File: src/rtl/pls_pkg.sv
package pls_pkg;
  // Position of each condition flag inside an element's 4-bit group.
  typedef enum logic [1:0] {
    FLG_SO = 2'd0,
    FLG_EQ = 2'd1,
    FLG_GT = 2'd2,
    FLG_LT = 2'd3
  } cr_flag_e;

  // Selector bits [2:1] name LT, GT, EQ, SO in that order.
  function automatic cr_flag_e sel_to_flag(input logic [1:0] pair);
    return cr_flag_e'(~pair);
  endfunction
endpackage

File: src/rtl/pls_mask_gen.sv
module pls_mask_gen
  import pls_pkg::*;
#(
  parameter int N    = 64,
  parameter int XLEN = 64,
  parameter int VLW  = 7
) (
  input  logic [VLW-1:0]  vl,
  input  logic            mask_mode,
  input  logic [2:0]      mask_sel,
  input  logic [XLEN-1:0] r3,
  input  logic [XLEN-1:0] r10,
  input  logic [XLEN-1:0] r30,
  input  logic [4*N-1:0]  cr_flags,
  output logic [N-1:0]    mask
);
  cr_flag_e flag_pick;
  assign flag_pick = sel_to_flag(mask_sel[2:1]);

  for (genvar i = 0; i < N; i++) begin : g_elem
    logic [3:0] flags;
    logic       int_en;
    logic       cr_en;
    assign flags = cr_flags[4*i +: 4];

    always_comb begin
      unique case (mask_sel[2:1])
        2'b00:   int_en = mask_sel[0] ? (r3 == XLEN'(i)) : 1'b1;
        2'b01:   int_en = r3[i]  ^ mask_sel[0];
        2'b10:   int_en = r10[i] ^ mask_sel[0];
        default: int_en = r30[i] ^ mask_sel[0];
      endcase
      cr_en = flags[flag_pick] ^ mask_sel[0];
    end

    assign mask[i] = (VLW'(i) < vl) && (mask_mode ? cr_en : int_en);
  end
endmodule

File: src/rtl/pls_first_set.sv
module pls_first_set #(
  parameter int N  = 64,
  parameter int IW = 6
) (
  input  logic [N-1:0]  vec,
  output logic          found,
  output logic [IW-1:0] idx
);
  always_comb begin
    idx = '0;
    for (int i = N - 1; i >= 0; i--) begin
      if (vec[i]) idx = IW'(i);
    end
  end
  assign found = |vec;
endmodule

File: src/rtl/pred_loop_seq.sv
module pred_loop_seq #(
  parameter int MAX_VL = 64,
  parameter int XLEN   = 64
) (
  input  logic                      clk,
  input  logic                      rst_n,
  input  logic                      start,
  input  logic [$clog2(MAX_VL+1)-1:0] vl,
  input  logic [1:0]                subvl,
  input  logic                      mask_mode,
  input  logic [2:0]                mask_sel,
  input  logic [XLEN-1:0]           r3,
  input  logic [XLEN-1:0]           r10,
  input  logic [XLEN-1:0]           r30,
  input  logic [4*MAX_VL-1:0]       cr_flags,
  output logic                      valid,
  output logic [$clog2(MAX_VL)-1:0] elem_idx,
  output logic [1:0]                sub_idx,
  output logic                      done
);
  localparam int VLW = $clog2(MAX_VL + 1);
  localparam int IW  = $clog2(MAX_VL);

  logic              busy_q, busy_d;
  logic              done_q, done_d;
  logic [IW-1:0]     elem_q, elem_d;
  logic [1:0]        sub_q, sub_d;
  logic [1:0]        subvl_q, subvl_d;
  logic [MAX_VL-1:0] mask_q, mask_d;
  logic [MAX_VL-1:0] mask_new, above, search_vec;
  logic              hit;
  logic [IW-1:0]     hit_idx;

  pls_mask_gen #(.N(MAX_VL), .XLEN(XLEN), .VLW(VLW)) u_mask (
    .vl(vl), .mask_mode(mask_mode), .mask_sel(mask_sel),
    .r3(r3), .r10(r10), .r30(r30), .cr_flags(cr_flags), .mask(mask_new)
  );

  for (genvar i = 0; i < MAX_VL; i++) begin : g_above
    assign above[i] = (IW'(i) > elem_q);
  end

  assign search_vec = busy_q ? (mask_q & above) : mask_new;

  pls_first_set #(.N(MAX_VL), .IW(IW)) u_find (
    .vec(search_vec), .found(hit), .idx(hit_idx)
  );

  always_comb begin
    busy_d  = busy_q;
    done_d  = 1'b0;
    elem_d  = elem_q;
    sub_d   = sub_q;
    subvl_d = subvl_q;
    mask_d  = mask_q;
    if (busy_q) begin
      if (sub_q != subvl_q) begin
        sub_d = sub_q + 2'd1;
      end else if (hit) begin
        elem_d = hit_idx;
        sub_d  = '0;
      end else begin
        busy_d = 1'b0;
        done_d = 1'b1;
      end
    end else if (start) begin
      mask_d  = mask_new;
      subvl_d = subvl;
      sub_d   = '0;
      if (hit) begin
        busy_d = 1'b1;
        elem_d = hit_idx;
      end else begin
        done_d = 1'b1;
      end
    end
  end

  always_ff @(posedge clk or negedge rst_n) begin
    if (!rst_n) begin
      busy_q  <= 1'b0;
      done_q  <= 1'b0;
      elem_q  <= '0;
      sub_q   <= '0;
      subvl_q <= '0;
      mask_q  <= '0;
    end else begin
      busy_q  <= busy_d;
      done_q  <= done_d;
      elem_q  <= elem_d;
      sub_q   <= sub_d;
      subvl_q <= subvl_d;
      mask_q  <= mask_d;
    end
  end

  assign valid    = busy_q;
  assign elem_idx = elem_q;
  assign sub_idx  = sub_q;
  assign done     = done_q;
endmodule

File: config.mk
export PLATFORM = sky130hd
export DESIGN_NAME = pred_loop_seq
export DESIGN_NICKNAME = d
export VERILOG_FILES = /design/src/rtl/pls_pkg.sv /design/src/rtl/pls_mask_gen.sv /design/src/rtl/pls_first_set.sv /design/src/rtl/pred_loop_seq.sv
export SDC_FILE = /design/constraint.sdc
export NUM_CORES = 1
export LEC_CHECK = 0
export BUFFER_PORTS_ARGS = -buffer_cell sky130_fd_sc_hd__clkbuf_2
export CAP_MARGIN = 25
export CORE_MARGIN = 4
export CORE_UTILIZATION = 25
export CTS_BUF_LIST = sky130_fd_sc_hd__clkbuf_4 sky130_fd_sc_hd__clkbuf_8 sky130_fd_sc_hd__clkbuf_16
export DETAILED_ROUTE_END_ITERATION = 8
export RECOVER_POWER = 100
export REMOVE_ABC_BUFFERS = 1
export SETUP_SLACK_MARGIN = 0.2
export SLEW_MARGIN = 20
export SYNTH_ARGS = -nofsm -noshare
export SYNTH_HDL_FRONTEND = slang
export SYNTH_HIERARCHICAL = 1
export SYNTH_SLANG_ARGS = --single-unit
export TNS_END_PERCENT = 100
File: constraint.sdc
create_clock -name clk -period 4.1 [get_ports clk]
set_input_delay 0.615 -clock clk [delete_from_list [all_inputs] [get_ports clk]]
set_output_delay 0.615 -clock clk [all_outputs]
set_load 0.02 [all_outputs]
# Word level (Yosys, flattened, before mapping)
# Index checks and enable logic that the tools add are counted.
# Widths: inputs -> output; s select.
[totals]
ff_bits = 76
latch_bits = 0
ram_bits = 0
mem_bits_ro = 0
in_bits = 464
out_inout_bits = 10
elab_cells = 935
n_memories = 0
[classes]
n_addsub = 1
mul = 0
div = 0
n_lt_le_gt_ge = 129
n_eq_ne = 68
shift = 0
n_mux = 401
bitwise_logic = 259
n_reduce_logical = 71
[ops]
columns = ["cell", "count"]
rows = [
  ["$eq 64x6->1 const B", 32],
  ["$eq 64x5->1 const B", 16],
  ["$eq 64x4->1 const B", 8],
  ["$mux 6", 68],
  ["$eq 64x3->1 const B", 4],
  ["$xor 1x1->1", 256],
  ["$lt 6x7->1 const A", 32],
  ["$mux 1", 200],
  ["$gt 6x6->1 const A", 32],
  ["$pmux 1 s3", 64],
  ["$bmux 1 s2", 64],
  ["$eq 64x2->1 const B", 2],
  ["$lt 5x7->1 const A", 16],
  ["$gt 5x6->1 const A", 16],
  ["$and 64x64->64", 1],
  ["$eq 64x1->1 const B", 1],
  ["$logic_and 1x1->1", 64],
  ["$logic_not 64->1", 1],
  ["$mux 64", 1],
  ["$reduce_or 64->1", 1],
  ["$lt 4x7->1 const A", 8],
  ["$gt 4x6->1 const A", 8],
  ["$lt 3x7->1 const A", 4],
  ["$gt 3x6->1 const A", 4],
  ["17 further kinds", 26],
]

# Longest topological paths before layout
# Gate-level depths: netlist of the first run.
[depth]
depth_word = 74
ltp_mapped = 21
mapped_depth_nobuf = 17

# By module
# The synthesis of the first run kept the hierarchy.
[by_module_without_submodules]
columns = ["module", "instances", "cells_per_inst", "area_each_um2", "seq_area_each_um2"]
rows = [
  ["pls_mask_gen", 1, 777, 5941.9, 0.0],
  ["pred_loop_seq", 1, 516, 4297.9, 1876.8],
  ["pls_first_set", 1, 145, 887.1, 0.0],
]

# Worst setup path before layout of the first run
# OpenSTA, ideal clock, no wires.
[synth_timing]
path_type = "input to register"
start = "in mask_sel[2]"
end = "reg elem_q[0] (netlist: elem_idx[0])"
setup_ps = 125
arrival_time_ps = 4962
required_time_ps = 3975
path_slack_ps = -987
path_stages = 20
path_buffers = 5
path_cell_list = "buf_2 buf_1 inv_1 ha_1 buf_2 buf_1 buf_1 a21oi_1 mux2i_1 nor3_1 inv_1 o21ai_0 or4_4 nor4b_4 nand3_2 nor2_2 nand3b_1 and2_2 a32oi_4 mux2_2"
[synth_via]
elab_cells_between_ends = 458
cone_classes = "eq/ne: 2; mux: 325; bitwise: 65; reduce/logical: 66"
[synth_lines]
columns = ["item", "line", "text"]
rows = [
  ["from (decl)", "pred_loop_seq.sv:11", "input logic [2:0] mask_sel,"],
  ["$not 2->2", "pls_pkg.sv:12", "return cr_flag_e'(~pair);"],
  ["$bmux 1 s2", "pls_mask_gen.sv:33", "cr_en = flags[flag_pick] ^ mask_sel[0];"],
  ["$mux 1 (implied by the code)", "pls_mask_gen.sv:33", ""],
  ["$xor 1x1->1", "pls_mask_gen.sv:33", ""],
  ["$mux 1 *", "pls_mask_gen.sv:36", "assign mask[i] = (VLW'(i) < vl) && (mask_mode ? cr_en : int_en);"],
  ["$logic_and 1x1->1 *", "pls_mask_gen.sv:36", ""],
  ["net mask_new[62]", "pred_loop_seq.sv:30", "logic [MAX_VL-1:0] mask_new, above, search_vec;"],
  ["$mux 64 *", "pred_loop_seq.sv:43", "assign search_vec = busy_q ? (mask_q & above) : mask_new;"],
  ["net search_vec[62]", "pred_loop_seq.sv:30", ""],
  ["$reduce_or 64->1 *", "pls_first_set.sv:15", "assign found = |vec;"],
  ["net hit", "pred_loop_seq.sv:31", "logic hit;"],
  ["$mux 6 *", "pred_loop_seq.sv:59, pred_loop_seq.sv:70", ""],
  ["$mux 6 (on tied branches)", "pred_loop_seq.sv:66, pred_loop_seq.sv:57", ""],
  ["$mux 6 *", "pred_loop_seq.sv:56", "if (busy_q) begin"],
  ["to (signal assigned)", "pred_loop_seq.sv:90", "elem_q <= elem_d;"],
  ["to (decl)", "pred_loop_seq.sv:26", "logic [IW-1:0] elem_q, elem_d;"],
]
# The timed path passes the listed nets; every way through them passes the cells marked *. The select of a mux whose other input is x is not followed.
# A chain may end at the register's enable or synchronous reset.

# Final worst setup path of the first run
[layout_timing]
start = "in mask_sel[1]"
end = "reg elem_q[2] (netlist: elem_idx[2])"
# Same word-level chain as after synthesis.

==> run metrics, run 1 <==
outcome complete, but fails checks; violated checks max-capacitance violations, max-slew violations; CTS tree done; Clock Skew 0.00864 ns; # clock sinks 75; number of global-route vias before repair 15400; pwr/cell area 301 nW/um^2; num rows 77; Filler Cell Count 4640; Die Ht 219 um; CP Data Required Time 4.33 ns; Net Switching 0.00233 W; Crit path top cell by count buf_12; Final Hold Vio Count 0; hpwl dp 55800 um; Slew Viols, Final 165; Post-layout nets 2649; first-pass GRT wire length 96200 um; Slew Limit Headroom -34.2%; slowest CP cell or4_4; placed instance count 2716; Worst Path Buf+Inv 6; Async SR Flop Fraction 100%; commonest non-fill, non-tap cell in the layout clkbuf_2; GPL Wtd Cong 1.03; Area Overhead vs Synth 58.0%; largest net degree at the start of global routing 108; wire per inst 23.9 um; switching part of the total power 43.9%; crit-path max FO 6; fmax 245 MHz; MaxCap Viol Count 3; Die ar. 47900 um^2; post-route insts no fill 2781; total track usage 26.6%; Synth warnings 6; Period minus WS final 4.08 ns; DRC violations left 0; RSZ-0062 raised after global routing true; Starting Density 25.2%; Comb power frac 64.8%; CP endpoint kind register; GRT Residual Overflow 0; number of DRC markers in iteration 0 1259; most frequent cells in the layout clkbuf_2, buf_4, nand2_1; vias per cell 5.39; Syn Area/Cell 7.74 um^2; layout cells sized above 1 48.6%; Die Wd 219 um; CP top delay family simple AND/OR/NAND/NOR gates; design area 17600 um^2; PortBufs 473; worst vdd ir 210 uV; 1st-pass router iterations 6; Synth area leaders dfrtp_1, mux4_2, o21ai_0; Core Region 44100 um^2; Tot Pwr 0.00530 W; H-tree depth 3; crit-path max cell delay 0.44 ns; worst path cell trace buf_12 -> buf_8 -> ha_4 -> buf_12 -> a22oi_2 -> a21oi_2 -> xor2_1 -> o211ai_1 -> nor3_2 -> inv_2 -> o21ai_2 -> buf_4 -> or4_4 -> nor4b_4 -> nand3_2 -> nor2_2 -> nand3b_1 -> and2_4 -> a32oi_4 -> buf_12 -> mux2_4; Post-Syn Area 11100 um^2; Leak 8.17 nW; Synth Flop Type dfrtp_1; CTS Buf Count 9; post-synth top area share 16.9%; antenna violation net count after detailed routing 0; worst-skew pair later-pin latency 0.35 ns; I/O pins 474; Cell Int Power 0.00297 W; CTS clk-pin slew, worst paths 0.06 ns; Setup crit start kind input port; Final setup viols 0; period utilization 99.6%; #FFs+latches synth 75; Clock Path Buffers 2; CTS Root Cell clkbuf_16; Yosys cell types 87; placed cell area 16400 um^2; area leader, netlist dfrtp_1; Flop pwr share 19.2%; Post-synth EDFFs 0; Seq/Total Area, Yosys 16.9%; Synth Instances 1438; DR vias 15000; min-delay worst type register to register; WS Path Type input port to register; initial antenna violation count 4; Final Routed Wirelength 66400 um; cts hold-fix bufs 0; WP data arrival 4.32 ns; clock group share of total power 16.0%; worst slew pin tran 2.01 ns
[power groups by stage]
stage | logic, W | clock network, W | registers [W]
2_1_floorplan | 0.00144 | 0 | 0.00107
3_3_place_gp | 0.00314 | 0 | 0.00102
3_5_place_dp | 0.00315 | 0 | 0.00103
4_1_cts | 0.00335 | 0.000850 | 0.00101
5_1_grt | 0.00367 | 0.000884 | 0.00104
6_report | 0.00343 | 0.000848 | 0.00102
[cells by family after synthesis]
logic type               Yosys count  share of synthesized area (%)
AND/OR/NAND/NOR                  514                           23.7
XOR/XNOR                          64                           5.17
AO/OA/AOI/OAI                    483                           29.2
buffers and inverters            198                           8.41
multiplexers                     101                           16.3
adder cells (fa/ha/maj)            3                          0.337
flip-flops                        75                           16.9
[repair_timing]
item | CTS | global route
cloned | 1 | 0
setup endpoints to repair | 9 | 8
gates resized for setup | 80 | 31
buffers inserted | 22 | 24
hold endpoints to repair | 0 | 0
pin swaps | 26 | 23
[Yosys cell counts (all sizes together) (6+ instances only)]
cell type,instances
clkbuf,66
xnor2,42
o21a,6
xor2,22
a31oi,10
and2,7
o31ai,7
nor2,110
inv,69
a2111oi,8
a211oi,19
or2,9
o211ai,33
o21ai,150
mux4,64
nor2b,19
mux2,6
mux2i,31
nor4,54
or3,9
o22ai,20
buf,62
nand2,165
o221ai,17
o2111ai,10
nor3,38
a22oi,64
a21oi,94
nand4,6
nand3,62
dfrtp,75
a32o,7
nand2b,13
[per-stage QoR]
step	util (%)	hold slack [ns]	setup TNS [ns]	setup WS, ns
floorplan	-	0.319	-15.95	-1.84
global placement	37.1	0.457	-4.62	-0.651
detailed placement	37.1	0.460	-4.90	-0.687
CTS	39.2	0.394	0	0.107
global route	39.8	0.494	-0.648	-0.111
finish	39.8	0.468	0	0.0160
[state kept, by name (all words and copies together) (netlist names)]
signal / flops
mask_q: 63
valid: 1
subvl_q: 2
done: 1
sub_idx: 2
elem_idx: 6
[per-layer routing]
layer / GRT usage [%] / part of all wire, % / vias up
li1: - / - / 6910
met1: 33.7 / 41 / 7189
met2: 43.9 / 46 / 787
met3: 7.93 / 10 / 117
met4: 8.17 / 3.1 / 0
met5: 0 / 0 / -
[cell type report]
class | instances | area [um^2] | area share, %
tap | 592 | 741 | 4.21
timing repair buffer | 861 | 5660 | 32.2
antenna | 3 | 7.51 | 0.0427
clock buffer | 13 | 268 | 1.52
clock inverter | 2 | 35.0 | 0.199
sequential | 75 | 1880 | 10.7
inverter | 70 | 268 | 1.52
multi-input combinational | 1165 | 8720 | 49.6
[worst reg2reg max path: stages (launching register included)]
cell and delay [ns]:
dfrtp_1 0.85, buf_4 0.26, a21oi_1 0.15, o21ai_0 0.28, buf_4 0.17, o2bb2ai_1 0.12, buf_4 0.16, or4_1 0.50
nor4_1 0.45, o211ai_1 0.20, o211ai_1 0.15, a21boi_1 0.10, mux2_4 0.27
[worst paths after layout]
path | from | depth (start not counted) | endpoint | slack [ns]
min in group asynchronous | rst_n | 1 | mask_q[38] | 0.81
setup reg to reg | elem_idx[1] | 12 | elem_idx[2] | 0.33
hold reg to reg | mask_q[1] | 2 | mask_q[1] | 0.47
setup / recovery | mask_sel[1] | 21 | elem_idx[2] | 0.02
hold / removal | mask_q[1] | 2 | mask_q[1] | 0.47
max in group asynchronous | rst_n | 2 | valid | 0.83
Power figures use the tool's default switching activity.
==> run 2: changes to the inputs <==
--- a/config.mk
+++ b/config.mk
@@ -7,16 +7,16 @@
 export LEC_CHECK = 0
 export BUFFER_PORTS_ARGS = -buffer_cell sky130_fd_sc_hd__clkbuf_2
 export CAP_MARGIN = 25
-export CORE_MARGIN = 4
-export CORE_UTILIZATION = 25
+export CORE_AREA = 4 4 181 183
 export CTS_BUF_LIST = sky130_fd_sc_hd__clkbuf_4 sky130_fd_sc_hd__clkbuf_8 sky130_fd_sc_hd__clkbuf_16
 export DETAILED_ROUTE_END_ITERATION = 8
+export DIE_AREA = 0 0 185 187
+export PLACE_DENSITY = 0.68
 export RECOVER_POWER = 100
 export REMOVE_ABC_BUFFERS = 1
 export SETUP_SLACK_MARGIN = 0.2
 export SLEW_MARGIN = 20
 export SYNTH_ARGS = -nofsm -noshare
 export SYNTH_HDL_FRONTEND = slang
-export SYNTH_HIERARCHICAL = 1
 export SYNTH_SLANG_ARGS = --single-unit
 export TNS_END_PERCENT = 100
==> run 2 against run 1 <==
The run still ends with max-capacitance violations, max-slew violations left. Global-route usage grew 16 points. Synthesized area increased by 13%. Clock skew up 0.0029 ns. Total power up 44%. Sequential share of layout area shrank 0.20 points. First-iteration DRC count rose by 84%. Core utilization is 17 points higher. Critical path type unchanged.
==> run metrics, run 2 <==
outcome complete, but fails checks; violated checks max-capacitance violations, max-slew violations; max FFs per register 63 (unchanged); Die Wd 185 um (-16%); MaxCap Viol Count 1 (-2); Worst Path Buf+Inv 7 (+1); Die ar. 34600 um^2 (-28%); Comb power frac 71.4% (+6.6 points); num rows 65 (-16%); Synth Instances 1647 (+15%); clock group share of total power 11.6% (-4.4 points); I/O pins 474 (unchanged); Final Hold Vio Count 0 (unchanged); Period minus WS final 4.00 ns (-0.0870 ns); worst vdd ir 272 uV (+30%); CP Data Required Time 4.38 ns (+0.05 ns); CTS clk-pin slew, worst paths 0.07 ns (about the same); CP endpoint kind register; number of DRC markers in iteration 0 2319 (+84%); crit-path max FO 22 (+16); #FFs+latches synth 75 (unchanged); post-synth top area share 14.9% (-1.9 points); Final Hold Slack 0.480 ns (+0.0127 ns); Reg area 1880 um^2 (about the same); worst slew pin tran 2.13 ns (+0.121 ns); crit-path max cell delay 0.58 ns (+0.14 ns); first-pass GRT wire length 111000 um (+15%); wire per inst 28.8 um (+21%); Tot Pwr 0.00763 W (+44%); cts hold-fix bufs 0 (unchanged); Crit path top cell by count buf_4; Die Ht 187 um (-15%); Synth warnings 0 (-6); total track usage 42.7% (+16 points); period utilization 97.5% (-2.1 points); vias per cell 6.53 (+21%); Async SR Flop Fraction 100% (unchanged); Core Region 31200 um^2 (-29%); PortBufs 473 (unchanged); Post-synth EDFFs 0 (unchanged); Area Overhead vs Synth 42.3%; DRC violations left 0 (unchanged); fmax 250 MHz (+2.2%); initial antenna violation count 4 (unchanged); WP data arrival 4.28 ns (-0.04 ns); Post-layout nets 2782 (+5.0%); setup_tns 0 ns (unchanged); Clock Path Buffers 2 (unchanged); Net Switching 0.00375 W (+61%); pwr/cell area 426 nW/um^2 (+41%); 1st-pass router iterations 6 (unchanged); Post-Syn Area 12600 um^2 (+13%); CTS Root Cell clkbuf_16; Setup crit start kind input port; slowest CP cell a211oi_1; Slew Limit Headroom -42.3% (-8.1 points); antenna violation net count after detailed routing 0 (unchanged); min-delay worst type register to register; Commonest cells post-synth nand2_1, mux2i_1, nor2_1; Yosys cell types 112 (+29%); GPL Wtd Cong 1.09 (+5.8%); most frequent cells in the layout clkbuf_2, buf_4, nand2_1; RSZ-0062 raised after global routing true; DR vias 17800 (+19%); Clock Skew 0.0115 ns (+0.00287 ns); area leader, netlist dfrtp_1; Cell Int Power 0.00388 W (+31%); area of the multi-input gates 9990 um^2 (+15%); largest net degree at the start of global routing 124 (+15%); FF-to-FF path depth 11 (-1); # clock sinks 75 (unchanged); Hold Path Cell Cnt 2 (unchanged); CTS Buf Count 9 (unchanged); Leak 8.49 nW (+3.9%); Filler Cell Count 3059 (-34%); Synth area leaders dfrtp_1, mux2i_1, nand2_1; most common cell in the synthesized netlist nand2_1; Slew Viols, Final 76 (-54%); worst-skew pair later-pin latency 0.36 ns (about the same); commonest non-fill, non-tap cell in the layout clkbuf_2; hpwl dp 65300 um (+17%); layout cells sized above 1 41.2% (-7.4 points); H-tree depth 3 (unchanged); Flop pwr share 17.0% (-2.2 points); Synth Flop Type dfrtp_1; WS Path Type input port to register; switching part of the total power 49.1% (+5.2 points); CTS tree done; Starting Density 40.3% (+15 points); number of global-route vias before repair 17000 (+9.9%); Syn Area/Cell 7.64 um^2 (-1.3%); Levels on crit path 18 (-14%); worst path cell trace clkbuf_2 -> buf_4 -> ha_2 -> buf_6 -> buf_4 -> a22o_1 -> a211oi_1 -> buf_4 -> a211oi_1 -> buf_4 -> o31ai_2 -> nor2_1 -> nand4_1 -> nor4_4 -> buf_4 -> a21oi_4 -> o21a_1 -> a21oi_1; CP top delay family buffers and inverters; Final setup viols 0 (unchanged); most flop-heavy register mask_q; Final Routed Wirelength 78500 um (+18%); Seq/Total Area, Yosys 14.9% (-1.9 points); GRT Residual Overflow 0 (unchanged)
## run 2: cell types whose count changed after synthesis, moves of 37 or more
cell	delta
a22o_1	+37
o21ai_0	-45
mux4_2	-51
mux2i_1	+84
a211oi_1	+65
a22oi_1	-44
inv_1	-57
## run 2: layer usage
| layer | share of wire [%] | GRT usage [%] | up-vias |
|---|---|---|---|
| li1 | - | - | 7780 |
| met3 | 11 | 9.96 | 228 |
| met5 | 0 | 0 | - |
| met1 | 40 | 58.0 | 8521 |
| met4 | 5.3 | 17.9 | 0 |
| met2 | 44 | 65.0 | 1273 |
## run 2: timing repair
action                                  4_1_cts  5_1_grt
buffers inserted                              0        3
gates resized for setup                       2       47
pin swaps                                     0        8
endpoints found under the setup margin        7        8
cloned                                        0        0
## run 2: metrics by stage
| stage | cell area, um^2 | instances | utilization, % | worst slack [ns] |
|---|---|---|---|---|
| 2_1_floorplan | 11700 | 1491 | - | -2.19 |
| 3_3_place_gp | 17400 | 2703 | 55.7 | -0.146 |
| 3_5_place_dp | 17400 | 2703 | 55.7 | -0.204 |
| 4_1_cts | 17700 | 2719 | 56.7 | 0.221 |
| 5_1_grt | 17900 | 2725 | 57.3 | 0.0410 |
| 6_report | 17900 | 2725 | 57.3 | 0.103 |
## run 2: path summary, 6_finish.rpt
| check | start | endpoint | slack (ns) |
|---|---|---|---|
| max | mask_sel[2] | elem_idx[0] | 0.10 |
| min in group asynchronous | rst_n | mask_q[12] | 0.96 |
| max in group asynchronous | rst_n | mask_q[39] | 1.88 |
| min | mask_q[34] | mask_q[34] | 0.48 |
| min reg2reg | mask_q[34] | mask_q[34] | 0.48 |
| max reg2reg | elem_idx[1] | elem_idx[2] | 0.22 |
## run 2: power by group through the flow
| stage | sequential, W | combinational (W) | clock [W] |
|---|---|---|---|
| after CTS | 0.00129 | 0.00516 | 0.000888 |
| after floorplan | 0.00135 | 0.00266 | 0 |
| final | 0.00130 | 0.00545 | 0.000887 |
| after global routing | 0.00133 | 0.00577 | 0.000913 |
| after global placement | 0.00128 | 0.00509 | 0 |
| after detailed placement | 0.00130 | 0.00514 | 0 |
## run 2: final cells by class
class	instances	share of cell area, %
diodes	3	0.0419
repair buffers	813	28.8
inverters	15	0.315
flip-flops and latches	75	10.5
clock buffers	10	1.33
clock inverters	6	0.391
well taps	402	2.81
multi-input cells	1401	55.8
## run 2: cells by family (layout without fill, tap and decap cells)
| family | count (synthesis) | in the layout | share of synthesized area [%] |
|---|---|---|---|
| AO/OA/AOI/OAI | 633 | 633 | 36.3 |
| AND/OR/NAND/NOR | 590 | 590 | 25.4 |
| XOR/XNOR | 34 | 34 | 2.37 |
| flip-flops | 75 | 75 | 14.9 |
| multiplexers | 141 | 141 | 13.1 |
| other | 0 | 3 | 0 |
| adder cells (fa/ha/maj) | 3 | 3 | 0.298 |
| buffers and inverters | 171 | 844 | 7.58 |
## run 2: worst reg2reg max path: cells and delay by family (launching register included)
kind | cells | cell delay, ns
flip-flops | 1 | 0.34
AO/OA/AOI/OAI | 7 | 1.72
AND/OR/NAND/NOR | 3 | 0.99
buffers and inverters | 1 | 0.72
==> run 3: changes to the inputs <==
--- a/config.mk
+++ b/config.mk
@@ -6,7 +6,6 @@
 export NUM_CORES = 1
 export LEC_CHECK = 0
 export BUFFER_PORTS_ARGS = -buffer_cell sky130_fd_sc_hd__clkbuf_2
-export CAP_MARGIN = 25
 export CORE_AREA = 4 4 181 183
 export CTS_BUF_LIST = sky130_fd_sc_hd__clkbuf_4 sky130_fd_sc_hd__clkbuf_8 sky130_fd_sc_hd__clkbuf_16
 export DETAILED_ROUTE_END_ITERATION = 8
==> constraint.sdc (replaced) <==
create_clock -name clk -period 4.15 [get_ports clk]
set_input_delay 0.6225 -clock clk [delete_from_list [all_inputs] [get_ports clk]]
set_output_delay 0.6225 -clock clk [all_outputs]
set_load 0.02 [all_outputs]
==> run 3 against run 2 <==
The run still ends with max-capacitance violations, max-slew violations left. Core utilization decreased by 0.052 points. Wire length grew 1.2%. Register-to-register slack better by 0.05 ns. Design area is essentially flat. Sequential power barely moved. Die area unchanged. Worst setup slack improved by 0.16 ns. First-iteration DRC count down 0.52%. Clock skew decreased by 0.0041 ns. Total power fell by 3.2%. Clock-buffer cell count is the same. Highest routed layer unchanged.
==> run metrics, run 3 (synthesis gave the netlist of run 2 again) <==
outcome complete, but fails checks; violated checks max-capacitance violations, max-slew violations; Tot Pwr 0.00739 W (-3.2%); Clock Path Buffers 2 (unchanged); Comb power frac 72.2% (+0.8 points); Post-layout nets 2770 (-0.43%); hpwl dp 65800 um (+0.76%); Die Wd 185 um (unchanged); Final Routed Wirelength 79500 um (+1.2%); clock group share of total power 10.6% (-1.0 points); Clock Skew 0.00747 ns (-0.00405 ns); vias per cell 6.54 (+0.11%); WP data arrival 4.17 ns (-0.11 ns); Slew Limit Headroom -39.7% (+2.6 points); crit-path max cell delay 0.86 ns (+0.28 ns); area of the multi-input gates 10000 um^2 (+0.40%); most flop-heavy register mask_q; wire per inst 29.2 um (+1.5%); met3 Use GR 9.80% (-0.16 points); design area 17900 um^2 (about the same); switching part of the total power 49.1% (about the same); CTS Buf Count 9 (unchanged); Final setup viols 0 (unchanged); number of DRC markers in iteration 0 2307 (-0.52%); PortBufs 473 (unchanged); CTS clk-pin slew, worst paths 0.07 ns (about the same); worst-skew pair later-pin latency 0.36 ns (about the same); Critical R2R Capture elem_idx[0]; worst slew pin tran 2.10 ns (-0.0383 ns); CTS Root Cell clkbuf_16; Slew Viols, Final 76 (unchanged); Core Region 31200 um^2 (unchanged); number of global-route vias before repair 16900 (-0.51%); first-pass GRT wire length 112000 um (+0.58%); MaxCap Viol Count 1 (unchanged); worst path cell trace clkbuf_1 -> nand2b_1 -> nor2_1 -> and2_0 -> a41oi_1 -> a21bo_2 -> nor4_4 -> nand2_1 -> nor4_4 -> buf_4 -> a21oi_4 -> o21a_1 -> a21oi_1; CP Data Required Time 4.43 ns (+0.05 ns); crit-path max FO 24 (+9.1%); busiest grt layer met2; Worst Hold End mask_q[49]; H-tree depth 3 (unchanged); GRT Residual Overflow 0 (unchanged); I/O pins 474 (unchanged); Setup crit start kind register; DR vias 17800 (-0.19%); period utilization 93.6%; Final Hold Vio Count 0 (unchanged); pwr/cell area 413 nW/um^2 (-3.1%); worst hold start mask_q[49]; Final Worst Setup Slack 0.267 ns (+0.164 ns); num rows 65 (unchanged); post-route insts no fill 2717 (-0.29%); slowest CP cell clkbuf_1; FF-to-FF path depth 13 (+2); total track usage 43.2% (+0.42 points); fmax 258 MHz; Cell Int Power 0.00376 W (-3.2%); FF-to-FF Start elem_idx[5]; layout cells sized above 1 40.8% (-0.44 points); initial antenna violation count 7 (+3); min-delay worst type register to register; DP Worst Slack -0.109 ns (+0.0948 ns); Crit path top cell by count nor4_4; Die Ht 187 um (unchanged); met2 track demand over resource 65.3% (+0.34 points); Filler Cell Count 3020 (-1.3%); CTS tree done; Leak 8.45 nW (-0.41%); most frequent cells in the layout clkbuf_2, buf_4, nand2_1; largest net degree at the start of global routing 76 (-39%); Net Switching 0.00363 W (-3.2%); max FFs per register 63 (unchanged); placed instance count 2681 (-0.81%); WS Path Type register to register; # clock sinks 75 (unchanged); DRC violations left 0 (unchanged); Die ar. 34600 um^2 (unchanged); commonest non-fill, non-tap cell in the layout clkbuf_2; Area Overhead vs Synth 42.2% (about the same); worst vdd ir 285 uV (+4.9%); final core utilization 57.3% (about the same); R2R Setup Slk 0.27 ns (+0.05 ns); Reg area 1880 um^2 (unchanged); GR Util met1 58.5% (+0.46 points); 1st-pass router iterations 6 (unchanged); Period minus WS final 3.88 ns; antenna violation net count after detailed routing 0 (unchanged); RSZ-0062 raised after global routing false; GPL Wtd Cong 1.06 (-2.3%); placed cell area 17200 um^2 (-0.88%); Hold Path Cell Cnt 2 (unchanged); CP endpoint kind register; Flop pwr share 17.2% (+0.2 points); Starting Density 40.3% (unchanged)
-- run 3: cell count changes in the layout (fill, tap and decap cells not counted), sizes merged --
cell	before	now
buf	338	326
bufinv	1	0
inv	15	13
clkinvlp	0	2
diode	3	7
clkinv	5	6
-- run 3: power by group through the flow --
stage                     clock, W  sequential, W  combinational [W]
after floorplan                  0        0.00133            0.00263
after global placement           0        0.00127            0.00499
after detailed placement         0        0.00128            0.00503
after CTS                 0.000775        0.00126            0.00506
after global routing      0.000801        0.00131            0.00564
final                     0.000781        0.00127            0.00534
-- run 3: worst max path at each step --
stage / depth (start not counted) / startpoint / endpoint
final: 13 / elem_idx[5] / elem_idx[0]
after global routing: 13 / elem_idx[5] / elem_idx[0]
after CTS: 17 / r3[48] / elem_idx[3]
after detailed placement: 17 / r3[48] / elem_idx[3]
after global placement: 17 / r3[48] / elem_idx[3]
after floorplan: 6 / valid / elem_idx[0]
-- run 3: metrics by stage --
stage / hold WS [ns] / setup TNS (ns)
after floorplan: 0.327 / -112.89
after global placement: 0.454 / -0.367
after detailed placement: 0.462 / -0.479
after CTS: 0.476 / 0
after global routing: 0.491 / 0
final: 0.474 / 0
-- run 3: what timing repair did --
action,4_1_cts,5_1_grt
resized for setup,0,57
buffers inserted,0,12
endpoints found under the setup margin,0,9
hold buffers,0,0
-- run 3: worst max-delay path, delay by kind of cell, from the launching register on --
family / cells / cell delay, ns
buffers and inverters: 2 / 1.04
and+or+nand+nor: 6 / 1.52
DFF: 1 / 0.34
AOI/OAI and AO/OA: 5 / 0.88
-- run 3: final cells by class --
| cell class | instances | area share (%) |
|---|---|---|
| Antenna cell | 7 | 0.0979 |
| Clock buffer | 10 | 1.30 |
| Clock inverter | 6 | 0.238 |
| Inverter | 15 | 0.315 |
| Multi-Input combinational cell | 1401 | 56.1 |
| Sequential cell | 75 | 10.5 |
| Tap cell | 402 | 2.81 |
| Timing Repair Buffer | 801 | 28.6 |
-- run 3: layer usage --
metal / vias to the layer above / part of all wire [%] / routed length, um
met1: 8443 / 39 / 31200
met4: 0 / 6.0 / 4750
met5: - / 0 / 0
met3: 269 / 11 / 9110
li1: 7758 / - / -
met2: 1299 / 43 / 34400
